[src/rtl/rtc_pkg.sv]
package rtc_pkg;
    localparam int IDX_W = 3;

    localparam logic [IDX_W-1:0] IDX_STAT = 3'd0;
    localparam logic [IDX_W-1:0] IDX_CFG1 = 3'd1;
    localparam logic [IDX_W-1:0] IDX_CFG2 = 3'd2;
    localparam logic [IDX_W-1:0] IDX_TIME = 3'd3;
    localparam logic [IDX_W-1:0] IDX_ALM1 = 3'd4;
    localparam logic [IDX_W-1:0] IDX_ALM2 = 3'd5;
    localparam logic [IDX_W-1:0] IDX_CORR = 3'd6;
    localparam logic [IDX_W-1:0] IDX_TEST = 3'd7;

    localparam logic [15:0] CORR_NOMINAL = 16'h2000;
    localparam logic [7:0]  TEST_UNINIT  = 8'hFF;

    typedef enum logic [1:0] {
        CAL_IDLE = 2'd0,
        CAL_ADJ  = 2'd1,
        CAL_PASS = 2'd2
    } cal_state_t;

    function automatic logic corr_word_legal(input logic [15:0] v);
        return v[14:8] == {1'b0, ~v[7], {5{v[7]}}};
    endfunction
endpackage

[src/rtl/rtc_cal_fsm.sv]
module rtc_cal_fsm
    import rtc_pkg::*;
#(
    parameter int WIN_LOG2 = 20
) (
    input  logic       clk,
    input  logic       rst_n,
    input  logic       tick,
    input  logic [7:0] corr_off,
    input  logic       corr_coarse,
    output logic [1:0] adv
);
    localparam int BUD_W = 11;

    cal_state_t state, nxt;
    logic [WIN_LOG2-1:0] win_cnt;
    logic [BUD_W-1:0]    budget;
    logic [BUD_W-1:0]    load;
    logic [8:0]          mag;
    logic                dir_pos;
    logic                win_end;

    assign win_end = tick && (&win_cnt);

    always_comb begin
        mag  = corr_off[7] ? (9'd0 - {1'b1, corr_off}) : {1'b0, corr_off};
        load = corr_coarse ? {mag, 2'b00} : {2'b00, mag};
    end

    always_ff @(posedge clk or negedge rst_n) begin
        if (!rst_n) state <= CAL_IDLE;
        else        state <= nxt;
    end

    always_comb begin
        nxt = state;
        if (win_end) begin
            nxt = (load != '0) ? CAL_ADJ : CAL_IDLE;
        end else begin
            unique case (state)
                CAL_IDLE: nxt = CAL_IDLE;
                CAL_ADJ:  if (tick && budget == BUD_W'(1)) nxt = CAL_PASS;
                CAL_PASS: nxt = CAL_PASS;
                default:  nxt = CAL_IDLE;
            endcase
        end
    end

    always_ff @(posedge clk or negedge rst_n) begin
        if (!rst_n) begin
            win_cnt <= '0;
            budget  <= '0;
            dir_pos <= 1'b1;
        end else begin
            if (tick) win_cnt <= win_cnt + 1'b1;
            if (win_end) begin
                budget  <= load;
                dir_pos <= !corr_off[7];
            end else if (state == CAL_ADJ && tick) begin
                budget <= budget - 1'b1;
            end
        end
    end

    always_comb begin
        adv = 2'd0;
        if (tick) begin
            unique case (state)
                CAL_ADJ:  adv = dir_pos ? 2'd2 : 2'd0;
                CAL_IDLE: adv = 2'd1;
                CAL_PASS: adv = 2'd1;
                default:  adv = 2'd1;
            endcase
        end
    end

    // budget only shrinks inside a window
    assert_budget_monotone_R8: assert property (@(posedge clk) disable iff (!rst_n)
        (!win_end) |=> (budget <= $past(budget)));

    // no remaining budget while strobes pass unchanged
    assert_budget_empty_R8: assert property (@(posedge clk) disable iff (!rst_n)
        (state == CAL_IDLE || state == CAL_PASS) |-> (budget == '0));
endmodule

[src/rtl/rtc_prescaler.sv]
module rtc_prescaler #(
    parameter int TICK_LOG2 = 15,
    parameter int SUB_LOG2  = 2
) (
    input  logic       clk,
    input  logic       rst_n,
    input  logic [1:0] adv,
    input  logic       clr,
    output logic       sec_step,
    output logic       sub_step
);
    localparam int TOP = TICK_LOG2 - 1;

    logic [TICK_LOG2-1:0] pre_q;
    logic [TICK_LOG2:0]   sum;

    assign sum = {1'b0, pre_q} + {{(TICK_LOG2-1){1'b0}}, adv};

    always_ff @(posedge clk or negedge rst_n) begin
        if (!rst_n)   pre_q <= '0;
        else if (clr) pre_q <= '0;
        else          pre_q <= sum[TICK_LOG2-1:0];
    end

    always_comb begin
        sec_step = !clr && sum[TICK_LOG2];
        sub_step = !clr && (sec_step ||
                   (sum[TOP -: SUB_LOG2] != pre_q[TOP -: SUB_LOG2]));
    end
endmodule

[src/rtl/rtc_alarm_ch.sv]
module rtc_alarm_ch (
    input  logic        clk,
    input  logic        rst_n,
    input  logic [31:0] time_q,
    input  logic        wr_alm,
    input  logic        wr_cfg,
    input  logic [31:0] wdata,
    input  logic        ack,
    input  logic        sec_step,
    input  logic        sub_step,
    output logic [31:0] alarm_q,
    output logic [2:0]  cfg_q,
    output logic        flag,
    output logic        irq_req,
    output logic        per_evt
);
    logic match, match_d, hit;

    assign match = (time_q == alarm_q);
    assign hit   = match && !match_d;

    always_ff @(posedge clk or negedge rst_n) begin
        if (!rst_n) begin
            alarm_q <= '0;
            cfg_q   <= '0;
            match_d <= 1'b1;
            flag    <= 1'b0;
            per_evt <= 1'b0;
        end else begin
            if (wr_alm) alarm_q <= wdata;
            if (wr_cfg) cfg_q   <= wdata[2:0];
            match_d <= match;
            flag    <= hit || (flag && !ack);
            per_evt <= cfg_q[1] && (cfg_q[2] ? sec_step : sub_step);
        end
    end

    assign irq_req = flag && cfg_q[0];

    // equality edge raises the flag
    assert_flag_set_R3: assert property (@(posedge clk) disable iff (!rst_n)
        hit |=> flag);

    // acknowledge clears the flag when no new hit arrives
    assert_flag_ack_R4: assert property (@(posedge clk) disable iff (!rst_n)
        (ack && !hit) |=> !flag);
endmodule

[src/rtl/rtc_secs_core.sv]
module rtc_secs_core
    import rtc_pkg::*;
#(
    parameter int TICK_LOG2 = 15,
    parameter int SUB_LOG2  = 2,
    parameter int WIN_LOG2  = 20
) (
    input  logic        clk,
    input  logic        rst_n,
    input  logic        tick_32k,
    input  logic        bus_wr,
    input  logic [4:0]  bus_addr,
    input  logic [31:0] bus_wdata,
    output logic [31:0] bus_rdata,
    output logic        irq,
    output logic [1:0]  per_evt
);
    localparam int NCH = 2;

    logic [IDX_W-1:0] idx;
    logic [31:0]      time_q;
    logic [15:0]      corr_q;
    logic [7:0]       test_q;
    logic [1:0]       adv;
    logic             sec_step, sub_step;
    logic             wr_time, wr_corr, wr_test;
    logic [1:0]       ack;

    logic [31:0] alarm_q [NCH];
    logic [2:0]  cfg_q   [NCH];
    logic [NCH-1:0] flag, irq_req;

    assign idx     = bus_addr[4:2];
    assign wr_time = bus_wr && idx == IDX_TIME;
    assign wr_corr = bus_wr && idx == IDX_CORR;
    assign wr_test = bus_wr && idx == IDX_TEST;
    assign ack     = (bus_wr && idx == IDX_STAT) ? bus_wdata[1:0] : 2'b00;

    rtc_cal_fsm #(.WIN_LOG2(WIN_LOG2)) u_cal (
        .clk        (clk),
        .rst_n      (rst_n),
        .tick       (tick_32k),
        .corr_off   (corr_q[7:0]),
        .corr_coarse(corr_q[15]),
        .adv        (adv)
    );

    rtc_prescaler #(.TICK_LOG2(TICK_LOG2), .SUB_LOG2(SUB_LOG2)) u_pre (
        .clk     (clk),
        .rst_n   (rst_n),
        .adv     (adv),
        .clr     (wr_time),
        .sec_step(sec_step),
        .sub_step(sub_step)
    );

    for (genvar i = 0; i < NCH; i++) begin : g_ch
        rtc_alarm_ch u_ch (
            .clk     (clk),
            .rst_n   (rst_n),
            .time_q  (time_q),
            .wr_alm  (bus_wr && idx == IDX_ALM1 + IDX_W'(i)),
            .wr_cfg  (bus_wr && idx == IDX_CFG1 + IDX_W'(i)),
            .wdata   (bus_wdata),
            .ack     (ack[i]),
            .sec_step(sec_step),
            .sub_step(sub_step),
            .alarm_q (alarm_q[i]),
            .cfg_q   (cfg_q[i]),
            .flag    (flag[i]),
            .irq_req (irq_req[i]),
            .per_evt (per_evt[i])
        );
    end

    always_ff @(posedge clk or negedge rst_n) begin
        if (!rst_n) begin
            time_q <= '0;
            corr_q <= CORR_NOMINAL;
            test_q <= TEST_UNINIT;
        end else begin
            if (wr_time)       time_q <= bus_wdata;
            else if (sec_step) time_q <= time_q + 32'd1;
            if (wr_corr && corr_word_legal(bus_wdata[15:0])) corr_q <= bus_wdata[15:0];
            if (wr_test) test_q <= bus_wdata[7:0];
        end
    end

    assign irq = |irq_req;

    always_comb begin
        unique case (idx)
            IDX_STAT: bus_rdata = {30'd0, flag};
            IDX_CFG1: bus_rdata = {29'd0, cfg_q[0]};
            IDX_CFG2: bus_rdata = {29'd0, cfg_q[1]};
            IDX_TIME: bus_rdata = time_q;
            IDX_ALM1: bus_rdata = alarm_q[0];
            IDX_ALM2: bus_rdata = alarm_q[1];
            IDX_CORR: bus_rdata = {16'd0, corr_q};
            IDX_TEST: bus_rdata = {24'd0, test_q};
            default:  bus_rdata = '0;
        endcase
    end

    // count holds or steps by one unless written
    assert_time_step_R2: assert property (@(posedge clk) disable iff (!rst_n)
        (!wr_time) |=> (time_q == $past(time_q) || time_q == $past(time_q) + 32'd1));

    // stored correction always carries a legal sign pattern
    assert_corr_legal_R7: assert property (@(posedge clk) disable iff (!rst_n)
        corr_q[14:8] == {1'b0, ~corr_q[7], {5{corr_q[7]}}});

    // once-per-second event coincides with a seconds step
    assert_sec_event_R6: assert property (@(posedge clk) disable iff (!rst_n)
        (per_evt[0] && $past(cfg_q[0][2]) && !$past(wr_time)) |-> (time_q == $past(time_q) + 32'd1));
endmodule

[config.mk]
export PLATFORM = sky130hd
export DESIGN_NAME = rtc_secs_core
export DESIGN_NICKNAME = d
export VERILOG_FILES = /design/src/rtl/rtc_pkg.sv /design/src/rtl/rtc_cal_fsm.sv /design/src/rtl/rtc_prescaler.sv /design/src/rtl/rtc_alarm_ch.sv /design/src/rtl/rtc_secs_core.sv
export SDC_FILE = /design/constraint.sdc
export NUM_CORES = 1
export LEC_CHECK = 0
export BUFFER_PORTS_ARGS = -buffer_cell sky130_fd_sc_hd__buf_4
export CAP_MARGIN = 25
export CORE_MARGIN = 2
export CORE_UTILIZATION = 50
export CTS_BUF_LIST = sky130_fd_sc_hd__clkbuf_8 sky130_fd_sc_hd__clkbuf_16
export DETAILED_ROUTE_END_ITERATION = 8
export PLACE_DENSITY = 0.66
export SYNTH_ARGS = -nofsm -noshare
export SYNTH_HDL_FRONTEND = slang
export SYNTH_SLANG_ARGS = --single-unit
[constraint.sdc]
create_clock -name clk -period 3.19 [get_ports clk]
set_clock_uncertainty 0.1 [all_clocks]
set_input_delay 0.319 -clock clk [delete_from_list [all_inputs] [get_ports clk]]
set_output_delay 0.319 -clock clk [all_outputs]
set_load 0.02 [all_outputs]
Word level (Yosys, flattened, before mapping)
Index checks and enable logic that the tools add are counted.
- register bits after elaboration: 181
- latch bits: 0
- bits in writable memories: 0
- ROM bits: 0
- bits of input ports: 41
- output and inout bits: 35
- logic and storage cells: 94
- memories: 0
- add/subtract/negate cells: 5
- $mul: 0
- div/mod/pow operators: 0
- $lt $le $gt $ge: 0
- equal/unequal tests: 15
- shifts and indexed selects: 0
- muxes and demuxes: 18
- bitwise operators: 1
- reductions and logical operators: 37
- operators with widths (cell ; number):
    32-bit one-hot mux with 8 select lines ; 1
    32-bit == test ; 2
    32-bit 2-to-1 mux ; 2
    11-bit 2-to-1 mux ; 3
    32-bit by 1-bit adder with 32-bit output (second input constant) ; 1
    1-bit logical AND ; 22
    20-bit by 1-bit adder with 20-bit output (second input constant) ; 1
    20-bit AND reduction ; 1
    15-bit by 2-bit adder with 16-bit output ; 1
    15-bit 2-to-1 mux ; 1
    3-bit == test (second input constant) ; 4
    2-bit 2-to-1 mux ; 6
    11-bit by 1-bit == test with 1-bit output (second input constant) ; 1
    11-bit nonzero test ; 1
    11-bit by 1-bit subtractor with 11-bit output (second input constant) ; 1
    9-bit 2-to-1 mux ; 1
    1-bit by 9-bit subtractor with 9-bit output (first input constant) ; 1
    7-bit by 6-bit == test with 1-bit output ; 1
    3-bit by 2-bit == test with 1-bit output (second input constant) ; 2
    1-bit logical NOT ; 6
    2-bit one-hot mux with 2 select lines ; 1
    2-bit nonzero test ; 2
    3-bit by 1-bit == test with 1-bit output (second input constant) ; 1
    3-bit logical NOT ; 1
    8 further kinds ; 12

Depth between registers and ports, before layout
Gate-level depths: netlist of run 1.
- word-level depth: 9
- mapped depth: 12
- mapped depth without buffers: 12

By module
A second synthesis of run 1 with hierarchy kept.
- cells, all modules: 990
- area, all modules: 10405.0 µm²
- by module, submodules not included (module ; times used ; cells an instance ; area each (µm²) ; sequential area each (µm²)):
    rtc_secs_core ; 1 ; 433 ; 3888.7 ; 1412.6
    rtc_alarm_ch ; 2 ; 125 ; 1754.2 ; 952.2
    rtc_cal_fsm ; 1 ; 221 ; 2168.3 ; 852.1
    rtc_prescaler ; 1 ; 86 ; 839.6 ; 375.4

Worst setup path after synthesis of run 1
Ideal clock, no wire load.
- path kind: register to register
- start point: register u_cal.state[0]
- end point: register g_ch[0].u_ch.per_evt
- library setup time: 71 ps
- data arrival time: 2554 ps
- required time: 3019 ps
- setup slack: 464 ps
- cell stages (with the launch flop): 12
- path buffers: 0
- clock period less this slack: 2726 ps
- cells stage by stage: dfrtp_1 > ha_1 > nor2b_1 > ha_1 > inv_1 > fa_1 > and4b_1 > nand2_1 > or3_1 > a211o_1 > o22a_1 > nor2_1
- longest elaborated chain between the ends: 9
- elaborated cells between the ends (all ways): 10
- those cells by class: add/sub: 1; eq/ne: 2; mux: 3; reduce/logical: 4
- ends and longest elaborated chain (item ; line ; source):
    from (decl) ; rtc_cal_fsm.sv:15 ; cal_state_t state, nxt;
    from (signal assigned) ; rtc_cal_fsm.sv:32 ; else state <= nxt;
    2-bit by 1-bit == test with 1-bit output (*) ; rtc_cal_fsm.sv:68 ; unique case (state)
    2-bit 2-to-1 mux (*) ; rtc_cal_fsm.sv:68 ;
    2-bit 2-to-1 mux (*) ; rtc_cal_fsm.sv:67 ; if (tick) begin
    15-bit by 2-bit adder with 16-bit output (*) ; rtc_prescaler.sv:17 ; assign sum = {1'b0, pre_q} + {{(TICK_LOG2-1){1'b0}}, adv};
    2-bit inequality test / 1-bit logical AND (equally long branches) ; rtc_prescaler.sv:28, rtc_prescaler.sv:26 ;
    1-bit logical OR ; rtc_prescaler.sv:27 ; sub_step = !clr && (sec_step ||
    1-bit logical AND ; rtc_prescaler.sv:27 ;
    1-bit 2-to-1 mux (*) ; rtc_alarm_ch.sv:34 ; per_evt <= cfg_q[1] && (cfg_q[2] ? sec_step : sub_step);
    1-bit logical AND (*) ; rtc_alarm_ch.sv:34 ;
    to (signal assigned) ; rtc_alarm_ch.sv:34 ;
    to (decl) ; rtc_alarm_ch.sv:15 ; output logic per_evt
Mark *: on every way between the ends. The rest lies on a longest branch, timed or not.
A chain may end at the register's enable or synchronous reset.

Worst setup path after layout of run 1
Same ends and word-level chain as after synthesis.

==> results of run 1 <==
==> cells by family (layout without fill, tap and decap cells) <==
logic type	count (synthesis)	count (layout)	share of synthesized area, %
muxes	122	122	13.9
adders and majority gates	9	9	1.18
xor gates and xnor gates	140	140	12.1
DFF	181	181	44.8
buffers and inverters	101	156	4.11
and+or+nand+nor	331	331	16.4
AOI/OAI and AO/OA	130	130	7.55
==> critical path: stages, from the launching register on <==
cell and delay, ns:
sky130_fd_sc_hd__dfrtp_1 0.38, sky130_fd_sc_hd__ha_1 0.27, sky130_fd_sc_hd__nor2b_1 0.13, sky130_fd_sc_hd__ha_1 0.17
sky130_fd_sc_hd__inv_1 0.05, sky130_fd_sc_hd__fa_1 0.41, sky130_fd_sc_hd__and4b_1 0.33, sky130_fd_sc_hd__nand2_1 0.10
sky130_fd_sc_hd__or3_1 0.35, sky130_fd_sc_hd__a211o_1 0.33, sky130_fd_sc_hd__o22a_1 0.18, sky130_fd_sc_hd__nor2_1 0.08
==> synthesized netlist by cell type, types with 3 or more instances <==
cell type / instances / area [sq um]
sky130_fd_sc_hd__a21oi_1: 19 / 95.1
sky130_fd_sc_hd__a221oi_1: 4 / 35.0
sky130_fd_sc_hd__a22o_1: 9 / 78.8
sky130_fd_sc_hd__a31oi_1: 3 / 18.8
sky130_fd_sc_hd__and2_1: 5 / 31.3
sky130_fd_sc_hd__and3_1: 10 / 62.6
sky130_fd_sc_hd__buf_1: 4 / 15.0
sky130_fd_sc_hd__buf_2: 22 / 110
sky130_fd_sc_hd__clkbuf_1: 43 / 161
sky130_fd_sc_hd__dfrtp_1: 169 / 4230
sky130_fd_sc_hd__dfstp_2: 12 / 315
sky130_fd_sc_hd__ha_1: 8 / 100
sky130_fd_sc_hd__inv_1: 28 / 105
sky130_fd_sc_hd__mux2_2: 87 / 980
sky130_fd_sc_hd__mux2i_1: 29 / 290
sky130_fd_sc_hd__mux4_2: 6 / 135
sky130_fd_sc_hd__nand2_1: 129 / 484
sky130_fd_sc_hd__nand2b_1: 6 / 37.5
sky130_fd_sc_hd__nand3_1: 25 / 125
sky130_fd_sc_hd__nand3b_1: 3 / 22.5
sky130_fd_sc_hd__nand4_1: 17 / 106
sky130_fd_sc_hd__nor2_1: 65 / 244
sky130_fd_sc_hd__nor3_1: 19 / 95.1
sky130_fd_sc_hd__nor4_1: 21 / 131
sky130_fd_sc_hd__nor4_2: 4 / 50.1
sky130_fd_sc_hd__o21ai_0: 68 / 340
sky130_fd_sc_hd__o21ai_1: 7 / 35.0
sky130_fd_sc_hd__o32ai_1: 3 / 26.3
sky130_fd_sc_hd__or2_2: 5 / 31.3
sky130_fd_sc_hd__or3_1: 3 / 18.8
sky130_fd_sc_hd__or4_1: 4 / 30.0
sky130_fd_sc_hd__xnor2_1: 56 / 490
sky130_fd_sc_hd__xor2_1: 84 / 736
==> report_power, final <==
| part | switching, W | internal (W) | leakage (nW) |
|---|---|---|---|
| logic | 0.000758 | 0.000679 | 2.54 |
| registers | 0.000441 | 0.00269 | 2.27 |
| clock network | 0.000993 | 0.00112 | 0.286 |
| total | 0.00219 | 0.00449 | 5.10 |
==> sequential cells by signal, indices dropped and copies added (netlist names), 6 cells and up <==
signal	count
test_q	8
time_q	32
g_ch.u_ch.cfg_q	6
u_pre.pre_q	15
u_cal.budget	11
g_ch.u_ch.alarm_q	64
corr_q	16
u_cal.win_cnt	20
==> per-stage QoR <==
stage	util, %	instance area, sq um	std cells	power, W	setup WS [ns]
6_report	57.6	11500	1339	0.00668	0.241
3_5_place_dp	54.3	10900	1299	0.00458	0.262
5_1_grt	57.6	11500	1339	0.00698	0.00298
2_1_floorplan	-	10100	1014	0.00402	0.464
3_3_place_gp	54.3	10900	1299	0.00453	0.268
4_1_cts	57.6	11500	1339	0.00670	0.231
==> area by class of cell <==
type                    instances  area, sq um
clock inverters                14          144
well taps                     270          338
fillers                      1811         8490
flip-flops and latches        181         4540
repair buffers                 96          782
inverters                      28          105
clock buffers                  18          439
multi-input cells             732         5190
==> path summary, 6_finish.rpt <==
| check | start | end | slack (ns) |
|---|---|---|---|
| worst min-delay path | bus_wdata[21] | time_q[21] | 0.009 |
| max in group asynchronous | rst_n | g_ch[1].u_ch.match_d | 1.89 |
| worst max register to register | u_cal.state[0] | g_ch[0].u_ch.per_evt | 0.24 |
| worst min register to register | u_cal.win_cnt[16] | u_cal.win_cnt[16] | 0.37 |
| min in group asynchronous | rst_n | u_cal.win_cnt[15] | 0.29 |
| worst max-delay path | u_cal.state[0] | g_ch[0].u_ch.per_evt | 0.24 |
==> cell usage in the layout, fill, tap and decap left out, types with 4 or more instances in the layout <==
cell	count
sky130_fd_sc_hd__a21oi_1	19
sky130_fd_sc_hd__a221oi_1	4
sky130_fd_sc_hd__a22o_1	9
sky130_fd_sc_hd__and2_1	5
sky130_fd_sc_hd__and3_1	10
sky130_fd_sc_hd__buf_4	84
sky130_fd_sc_hd__clkbuf_16	17
sky130_fd_sc_hd__clkinv_4	5
sky130_fd_sc_hd__dfrtp_1	169
sky130_fd_sc_hd__dfstp_2	12
sky130_fd_sc_hd__dlygate4sd3_1	8
sky130_fd_sc_hd__ha_1	8
sky130_fd_sc_hd__inv_1	28
sky130_fd_sc_hd__inv_6	4
sky130_fd_sc_hd__mux2_2	87
sky130_fd_sc_hd__mux2i_1	29
sky130_fd_sc_hd__mux4_2	6
sky130_fd_sc_hd__nand2_1	129
sky130_fd_sc_hd__nand2b_1	6
sky130_fd_sc_hd__nand3_1	25
sky130_fd_sc_hd__nand4_1	17
sky130_fd_sc_hd__nor2_1	62
sky130_fd_sc_hd__nor3_1	19
sky130_fd_sc_hd__nor4_1	21
sky130_fd_sc_hd__nor4_2	4
sky130_fd_sc_hd__o21ai_0	68
sky130_fd_sc_hd__o21ai_1	7
sky130_fd_sc_hd__or2_2	5
sky130_fd_sc_hd__or4_1	4
sky130_fd_sc_hd__xnor2_1	56
sky130_fd_sc_hd__xor2_1	84
==> timing repair <==
item                                    4_1_cts  5_1_grt
hold buffers                                  8        0
endpoints found under the setup margin        0        0
endpoints found under the hold margin        51        0
==> layer usage <==
metal / vias up / part of all wire, % / GRT usage (%)
li1: 3572 / - / -
met1: 3810 / 46 / 35.2
met2: 207 / 47 / 39.2
met3: 27 / 5.4 / 4.44
met4: 0 / 1.7 / 6.75
met5: - / 0 / 0
==> flow_summary_export.csv, run 1 <==
group,metric,value,unit
status,status,"finished clean",
job,max-cap-violations,0,
clock_tree,postCtsSetupBuffers,0,
timing,max_slew.worst_pin.slew,0.977,ns
clock_tree,ctsHtreeMaxLevel,4,
grt,via_count_of_the_first_global_routing_pass,7393,
floorplan,die_w,146,microns
timing,final_period_minus_worst_setup_slack,2.95,ns
timing,finalMaxSlewViolations,0,
grt,grt_util_all_layers,24.7,%
floorplan,placeableCoreArea,20000,sq um
clock_tree,numClockSinks,181,
timing,timing.final.setup_violations,0,
clock_tree,cts_buffers,17,
route,route.antenna.remaining_nets,0,
route,wl_per_cell,19.2,microns
grt,number_of_antenna_violations_at_the_first_check_in_global_routing,1,
hold_path,hold_path_class,"in2reg",
setup_path,endpoint_kind,"register",
synth,synth-edff-count,0,
clock_tree,clock_path_buffers,2,
route,drt-initial-drc-count,545,
clock_tree,post_cts.resized_instances,0,
floorplan,starting_density_of_the_core,50.6,%
setup_path,classification_of_the_worst_setup_path,"reg2reg",
synth,ys.warnings.count,0,
synth,post_synth_instance_area,10100,sq um
grt,grt_remaining_overflow,0,
synth,synth-async-reset-ratio,100,%
timing,final-hold-violation-count,0,
synth,synth-main-ff-cell,"sky130_fd_sc_hd__dfrtp_1",
route,route.final.wire_length,25.7,mm
timing,fin_setup_tns,0,ns
setup_path,worst_ep_required_time,3.46,ns
route,detailedRoute.firstPassIterationCount,5,
route,routed_vias_inst,5.69,
grt,grt_max_degree,76,
timing,slew-limit-headroom,34.9,%
floorplan,die_h,146,microns
timing,achievable_freq,339,MHz
setup_path,setup.worst_path.start_class,"register",
place,input_output_buffers,73,
synth,syn_area_per_cell,10.0,sq um
hold_path,holdPathStages,3,
layout,antenna_cells,0,
setup_path,worst-endpoint-arrival,3.22,ns
synth,synthesized_instance_count,1014,
timing,timing.final.crit_share,92.4,%
layout,flow.area_growth_from_synthesis,13.9,%
clock_tree,clock-root-buffer,"sky130_fd_sc_hd__clkbuf_16",
clock_tree,clock_transition_at_the_registers_of_the_reported_paths,0.07,ns
setup_path,worst-r2r-cell-count,11,
grt,grt_first_pass_wirelength,41.2,mm
route,detail_route.drc_violations,0,
synth,yosys_register_bits,181,
timing,hold-worst-slack,0.00920,ns
synth,seq_area_frac_synth,44.8,%
clock_tree,clk-insertion-delay-late,0.44,ns
place,gpl.final_weighted_congestion,0.866,
synth,synth_cell_types,61,
layout,final_nets,1106,
synth,syn-num-nets,1064,
power_and_ir_drop,max-vdd-ir-drop,0.378,mV
power_and_ir_drop,power-per-cell-area,578,nW/um^2
floorplan,num_io_pins,76,
setup_path,worst-path-max-fanout,6,
layout,final_layout_size_suffix_gt1_share,23.0,%
floorplan,std_cell_rows,52,
place,dp.final_hpwl,17.8,mm
timing,rsz_0062_raised_after_global_routing,"no",
route,dr_total_vias,7616,
floorplan,die-area,21400,sq um
power_and_ir_drop,leakagePower,5.10,nW
clock_tree,cts_tree,"built",
Note: power is estimated with default switching activity, not from simulation.
==> inputs of run 2 (changes only) <==
Settings changed: PLACE_DENSITY 0.66 to 0.68.
==> flow_summary_export.csv, run 2 (same netlist as run 1, synthesis figures left out) <==
group,metric,value,unit
hold_path,holdPathStages,3,
job,max-cap-violations,0,
setup_path,crit_buf_inv,1,
clock_tree,cts_buffers,17,
route,route.antenna.remaining_nets,0,
setup_path,endpoint_kind,"register",
layout,antenna_cells,0,
setup_path,worst_r2r_startpoint,"u_cal.state[0]",
route,dr_total_vias,7596,
layout,top_library_cells_by_usage_in_the_layout_fill_and_taps_aside,"sky130_fd_sc_hd__dfrtp_1 (169), sky130_fd_sc_hd__nand2_1 (129), sky130_fd_sc_hd__buf_4 (88), sky130_fd_sc_hd__mux2_2 (87), sky130_fd_sc_hd__xor2_1 (84)",
power_and_ir_drop,max-vdd-ir-drop,0.344,mV
place,input_output_buffers,73,
route,wl_per_cell,19.0,microns
layout,final_nets,1106,
route,route.final.wire_length,25.4,mm
floorplan,placeableCoreArea,20000,sq um
hold_path,worst_hold_startpoint,"bus_wdata[22]",
timing,final-hold-violation-count,0,
layout,top_flop_regs,"g_ch.u_ch.alarm_q x64, time_q x32, u_cal.win_cnt x20",
grt,grt_max_degree,82,
timing,timing.final.setup_violations,0,
setup_path,setup.worst_path.start_class,"register",
route,detailedRoute.firstPassIterationCount,5,
setup_path,worst-endpoint-arrival,3.24,ns
power_and_ir_drop,total_design_power,0.00660,W
grt,grt_remaining_overflow,0,
clock_tree,clock-root-buffer,"sky130_fd_sc_hd__clkbuf_16",
setup_path,worst_ep_required_time,3.46,ns
timing,rsz_0062_raised_after_global_routing,"no",
setup_path,setup.reg_to_reg.worst_slack,0.22,ns
setup_path,classification_of_the_worst_setup_path,"reg2reg",
route,drt-initial-drc-count,515,
setup_path,critical-path-top-cell-by-count,"sky130_fd_sc_hd__ha_1",
timing,slew-limit-headroom,49.2,%
clock_tree,clock_path_buffers,2,
place,gpl.final_weighted_congestion,0.847,
timing,finalMaxSlewViolations,0,
timing,final_period_minus_worst_setup_slack,2.97,ns
layout,layout_commonest_cell,"sky130_fd_sc_hd__dfrtp_1",
timing,fin_setup_tns,0,ns
setup_path,crit_path_cell_trace,"ha_1 > nor2b_1 > ha_1 > inv_1 > fa_1 > and4b_1 > nand2_1 > or3_1 > a211o_1 > o22a_1 > nor2_1",
floorplan,num_io_pins,76,
clock_tree,ctsHtreeMaxLevel,4,
clock_tree,clock_transition_at_the_registers_of_the_reported_paths,0.07,ns
setup_path,critical_path.reg2reg.endpoint,"g_ch[0].u_ch.per_evt",
clock_tree,numClockSinks,181,
hold_path,hold_path_class,"in2reg",
clock_tree,clk-insertion-delay-late,0.44,ns
floorplan,starting_density_of_the_core,50.6,%
grt,grt_util_all_layers,24.5,%
place,placed_cell_area,10900,sq um
floorplan,die_h,146,microns
route,routed_vias_inst,5.67,
layout,flow.area_growth_from_synthesis,13.4,%
floorplan,std_cell_rows,52,
setup_path,path_delay_family,"simple AND/OR/NAND/NOR gates",
layout,regMostFlops,"g_ch.u_ch.alarm_q",
route,detail_route.drc_violations,0,
place,dp.final_hpwl,18.0,mm
timing,achievable_freq,337,MHz
clock_tree,cts_tree,"built",
clock_tree,post_cts.resized_instances,0,
setup_path,critPathSlowestCell,"sky130_fd_sc_hd__fa_1",
hold_path,worstHoldEndpoint,"time_q[22]",
status,status,"finished clean",
timing,timing.final.crit_share,93.1,%
layout,finish.utilization,57.4,%
power_and_ir_drop,power-per-cell-area,574,nW/um^2
floorplan,die_w,146,microns
power_and_ir_drop,leakagePower,5.08,nW
setup_path,worst-r2r-cell-count,11,
layout,final_layout_size_suffix_gt1_share,23.1,%
timing,max_slew.worst_pin.slew,0.762,ns
setup_path,critPathMaxStageDelay,0.42,ns
layout,stdcell_area,11500,sq um
grt,grt_first_pass_wirelength,40.9,mm
grt,via_count_of_the_first_global_routing_pass,7520,
timing,hold-worst-slack,0.0177,ns
layout,largest_register_ffs,64,
grt,number_of_antenna_violations_at_the_first_check_in_global_routing,0,
floorplan,die-area,21400,sq um
setup_path,worst-path-max-fanout,6,
run 2: changes by cell type in the layout (fill, tap and decap cells not counted), sizes merged:
cell / delta
clkbuf: -1
clkinv: -4
buf: +2
inv: +5
dlygate4sd3: -2
bufinv: -1
clkinvlp: +1
run 2: layout make-up:
| class | count | area [sq um] |
|---|---|---|
| multi-input combinational | 732 | 5190 |
| timing repair buffer | 96 | 752 |
| clock inverter | 15 | 136 |
| sequential | 181 | 4540 |
| tap | 270 | 338 |
| fill | 1808 | 8540 |
| inverter | 28 | 105 |
| clock buffer | 17 | 425 |
run 2: worst max path at each step:
| stage | cells after the start | from | end |
|---|---|---|---|
| 6_report | 11 | u_cal.state[0] | g_ch[0].u_ch.per_evt |
| 2_1_floorplan | 11 | u_cal.state[0] | g_ch[0].u_ch.per_evt |
| 3_5_place_dp | 11 | u_cal.state[0] | g_ch[0].u_ch.per_evt |
| 5_1_grt | 11 | u_cal.state[0] | g_ch[0].u_ch.per_evt |
| 3_3_place_gp | 11 | u_cal.state[0] | g_ch[0].u_ch.per_evt |
| 4_1_cts | 11 | u_cal.state[0] | g_ch[0].u_ch.per_evt |
run 2: power by group:
group          switching, W  internal, W
logic              0.000752     0.000677
clock network       0.00101      0.00103
registers          0.000446      0.00268
total               0.00220      0.00439
run 2: timing repair:
item,in CTS,in global routing
buffers inserted,0,0
hold endpoints to repair,78,0
setup endpoints to repair,0,0
hold buffers,6,0
run 2: worst reg2reg max path: stages (launching register included):
cell and delay (ns):
sky130_fd_sc_hd__dfrtp_1 0.39, sky130_fd_sc_hd__ha_1 0.27, sky130_fd_sc_hd__nor2b_1 0.14, sky130_fd_sc_hd__ha_1 0.17, sky130_fd_sc_hd__inv_1 0.06, sky130_fd_sc_hd__fa_1 0.42
sky130_fd_sc_hd__and4b_1 0.32, sky130_fd_sc_hd__nand2_1 0.09, sky130_fd_sc_hd__or3_1 0.35, sky130_fd_sc_hd__a211o_1 0.33, sky130_fd_sc_hd__o22a_1 0.18, sky130_fd_sc_hd__nor2_1 0.08
run 2: through the flow:
stage | worst slack [ns] | instances
6_report | 0.221 | 1339
3_5_place_dp | 0.247 | 1301
5_1_grt | 0.0255 | 1339
3_3_place_gp | 0.284 | 1301
4_1_cts | 0.194 | 1339
2_1_floorplan | 0.464 | 1014
run 2: per-layer routing:
| metal | wire length (microns) | track usage, % |
|---|---|---|
| met5 | 0 | 0 |
| met4 | 600 | 8.40 |
| met3 | 1470 | 4.91 |
| met2 | 11900 | 38.6 |
| met1 | 11500 | 34.1 |
==> inputs of run 3 (changes only) <==
Settings changed: GPL_TIMING_DRIVEN set to 0.
==> flow_summary_export.csv, run 3 (same netlist as run 1, synthesis figures left out) <==
group,metric,value,unit
job,max-cap-violations,0,
timing,timing.final.crit_share,90.9,%
setup_path,worst_ep_required_time,3.46,ns
timing,achievable_freq,345,MHz
clock_tree,clock_path_buffers,2,
layout,largest_register_ffs,64,
timing,timing.final.setup_violations,0,
setup_path,crit_path_cell_trace,"ha_2 > nor2b_1 > ha_1 > inv_1 > fa_2 > and4b_2 > nand2_1 > or3_1 > a211o_1 > o22a_1 > nor2_1",
clock_tree,clock_transition_at_the_registers_of_the_reported_paths,0.07,ns
setup_path,cp.depth,11,
hold_path,hold_path_class,"in2reg",
place,gpl.final_weighted_congestion,0.941,
timing,finalMaxSlewViolations,0,
floorplan,num_io_pins,76,
status,status,"finished clean",
setup_path,worst-path-max-fanout,6,
setup_path,worst-r2r-cell-count,11,
grt,grt_util_all_layers,25.9,%
layout,finish.cell_count_without_fillers,1392,
hold_path,holdPathStages,3,
clock_tree,clock-root-buffer,"sky130_fd_sc_hd__clkbuf_16",
clock_tree,cts_tree,"built",
grt,grt_first_pass_wirelength,43.1,mm
floorplan,die_h,146,microns
setup_path,critPathSlowestCell,"sky130_fd_sc_hd__dfrtp_1",
layout,antenna_cells,0,
layout,top_flop_regs,"g_ch.u_ch.alarm_q x64, time_q x32, u_cal.win_cnt x20",
floorplan,die_w,146,microns
layout,top_library_cells_by_usage_in_the_layout_fill_and_taps_aside,"sky130_fd_sc_hd__dfrtp_1 (169), sky130_fd_sc_hd__nand2_1 (129), sky130_fd_sc_hd__mux2_2 (87), sky130_fd_sc_hd__xor2_1 (84), sky130_fd_sc_hd__buf_4 (73)",
power_and_ir_drop,total_design_power,0.00670,W
place,dp.final_hpwl,19.2,mm
power_and_ir_drop,power-per-cell-area,574,nW/um^2
setup_path,endpoint_kind,"register",
route,route.antenna.remaining_nets,0,
setup_path,critPathMaxStageDelay,0.39,ns
floorplan,std_cell_rows,52,
power_and_ir_drop,max-vdd-ir-drop,0.321,mV
floorplan,die-area,21400,sq um
layout,final_layout_size_suffix_gt1_share,22.8,%
route,drt-initial-drc-count,561,
timing,rsz_0062_raised_after_global_routing,"no",
timing,final-hold-violation-count,0,
setup_path,crit_buf_inv,1,
timing,final_period_minus_worst_setup_slack,2.90,ns
route,detailedRoute.firstPassIterationCount,7,
grt,via_count_of_the_first_global_routing_pass,7859,
layout,layout_commonest_cell,"sky130_fd_sc_hd__dfrtp_1",
floorplan,starting_density_of_the_core,50.6,%
clock_tree,clk-insertion-delay-late,0.44,ns
setup_path,path_delay_family,"simple AND/OR/NAND/NOR gates",
route,routed_vias_inst,5.67,
grt,grt_max_degree,115,
clock_tree,cts_buffers,17,
clock_tree,ctsHtreeMaxLevel,4,
floorplan,placeableCoreArea,20000,sq um
setup_path,classification_of_the_worst_setup_path,"reg2reg",
layout,final_nets,1159,
layout,nFillCells,1783,
timing,max_slew.worst_pin.slew,0.847,ns
layout,regMostFlops,"g_ch.u_ch.alarm_q",
place,post-place-cells,1357,
timing,slew-limit-headroom,43.5,%
clock_tree,numClockSinks,181,
grt,number_of_antenna_violations_at_the_first_check_in_global_routing,0,
setup_path,worst-endpoint-arrival,3.16,ns
place,input_output_buffers,72,
route,detail_route.drc_violations,0,
power_and_ir_drop,leakagePower,5.15,nW
route,route.final.wire_length,26.8,mm
route,wl_per_cell,19.3,microns
grt,grt_remaining_overflow,0,
layout,flow.area_growth_from_synthesis,15.0,%
timing,fin_setup_tns,0,ns
route,dr_total_vias,7897,
setup_path,setup.worst_path.start_class,"register",
[run 3: cell count changes in the layout (fill, tap and decap cells not counted), moves of 3 or more]
| cell | previous run | this run |
|---|---|---|
| sky130_fd_sc_hd__clkinv_4 | 1 | 4 |
| sky130_fd_sc_hd__buf_4 | 88 | 73 |
| sky130_fd_sc_hd__buf_2 | 0 | 22 |
| sky130_fd_sc_hd__clkbuf_1 | 0 | 43 |
| sky130_fd_sc_hd__inv_6 | 8 | 2 |
| sky130_fd_sc_hd__nor2_1 | 62 | 65 |
| sky130_fd_sc_hd__dlygate4sd3_1 | 6 | 3 |
| sky130_fd_sc_hd__buf_1 | 0 | 4 |
[run 3: final timing paths]
check                                   from                        to  slack [ns]
max                           u_cal.state[0]      g_ch[0].u_ch.per_evt        0.29
min                            bus_wdata[26]                time_q[26]       0.009
max reg2reg                   u_cal.state[0]      g_ch[0].u_ch.per_evt        0.29
min reg2reg                u_cal.win_cnt[14]         u_cal.win_cnt[14]        0.37
max in group asynchronous              rst_n  g_ch[1].u_ch.alarm_q[24]        1.70
min in group asynchronous              rst_n         u_cal.win_cnt[12]        0.33
[run 3: report_power, final]
group / leakage [nW] / switching, W / internal [W] / total (W)
combinational: 2.61 / 0.000933 / 0.000708 / 0.00164
clock: 0.273 / 0.000973 / 0.00110 / 0.00207
sequential: 2.27 / 0.000304 / 0.00269 / 0.00299
total: 5.15 / 0.00221 / 0.00449 / 0.00670
[run 3: layout make-up]
cell class / instances / area [sq um] / area share, %
clock inverter: 15 / 150 / 1.29
buffer: 73 / 312 / 2.67
sequential: 181 / 4540 / 39.0
clock buffer: 17 / 425 / 3.65
inverter: 28 / 105 / 0.901
multi-input combinational: 732 / 5180 / 44.4
tap: 270 / 338 / 2.90
timing repair buffer: 76 / 606 / 5.19
[run 3: worst register-to-register path: stages, from the launching register on]
cell                      delay (ns)
sky130_fd_sc_hd__dfrtp_1        0.39
sky130_fd_sc_hd__ha_2           0.23
sky130_fd_sc_hd__nor2b_1        0.12
sky130_fd_sc_hd__ha_1           0.20
sky130_fd_sc_hd__inv_1          0.07
sky130_fd_sc_hd__fa_2           0.37
sky130_fd_sc_hd__and4b_2        0.33
sky130_fd_sc_hd__nand2_1        0.09
sky130_fd_sc_hd__or3_1          0.35
sky130_fd_sc_hd__a211o_1        0.34
sky130_fd_sc_hd__o22a_1         0.19
sky130_fd_sc_hd__nor2_1         0.08
[run 3: routing by layer]
metal  part of all wire, %  GRT usage (%)  vias up  wire length [microns]
li1                      -              -     3676                      -
met1                    45           36.4     3910                  12100
met2                    46           39.7      263                  12200
met3                   6.4           5.94       48                   1720
met4                   3.1           9.22        0                    819
met5                     0              0        -                      0
[run 3: what timing repair did]
item                       in CTS  in global routing
hold endpoints to repair       69                  0
hold buffers                    3                  0
setup endpoints to repair       0                  2
buffers inserted                0                  0
resized for setup               0                  3
[run 3: through the flow]
| stage | worst slack, ns | area [sq um] | hold WS [ns] | util (%) |
|---|---|---|---|---|
| 2_1_floorplan | 0.464 | 10100 | -0.0766 | - |
| 3_3_place_gp | 0.250 | 11000 | 0.355 | 55.0 |
| 3_5_place_dp | 0.213 | 11100 | 0.216 | 55.2 |
| 4_1_cts | 0.152 | 11700 | 0.00249 | 58.2 |
| 5_1_grt | 0.0603 | 11700 | 0.00406 | 58.2 |
| 6_report | 0.291 | 11700 | 0.00930 | 58.2 |
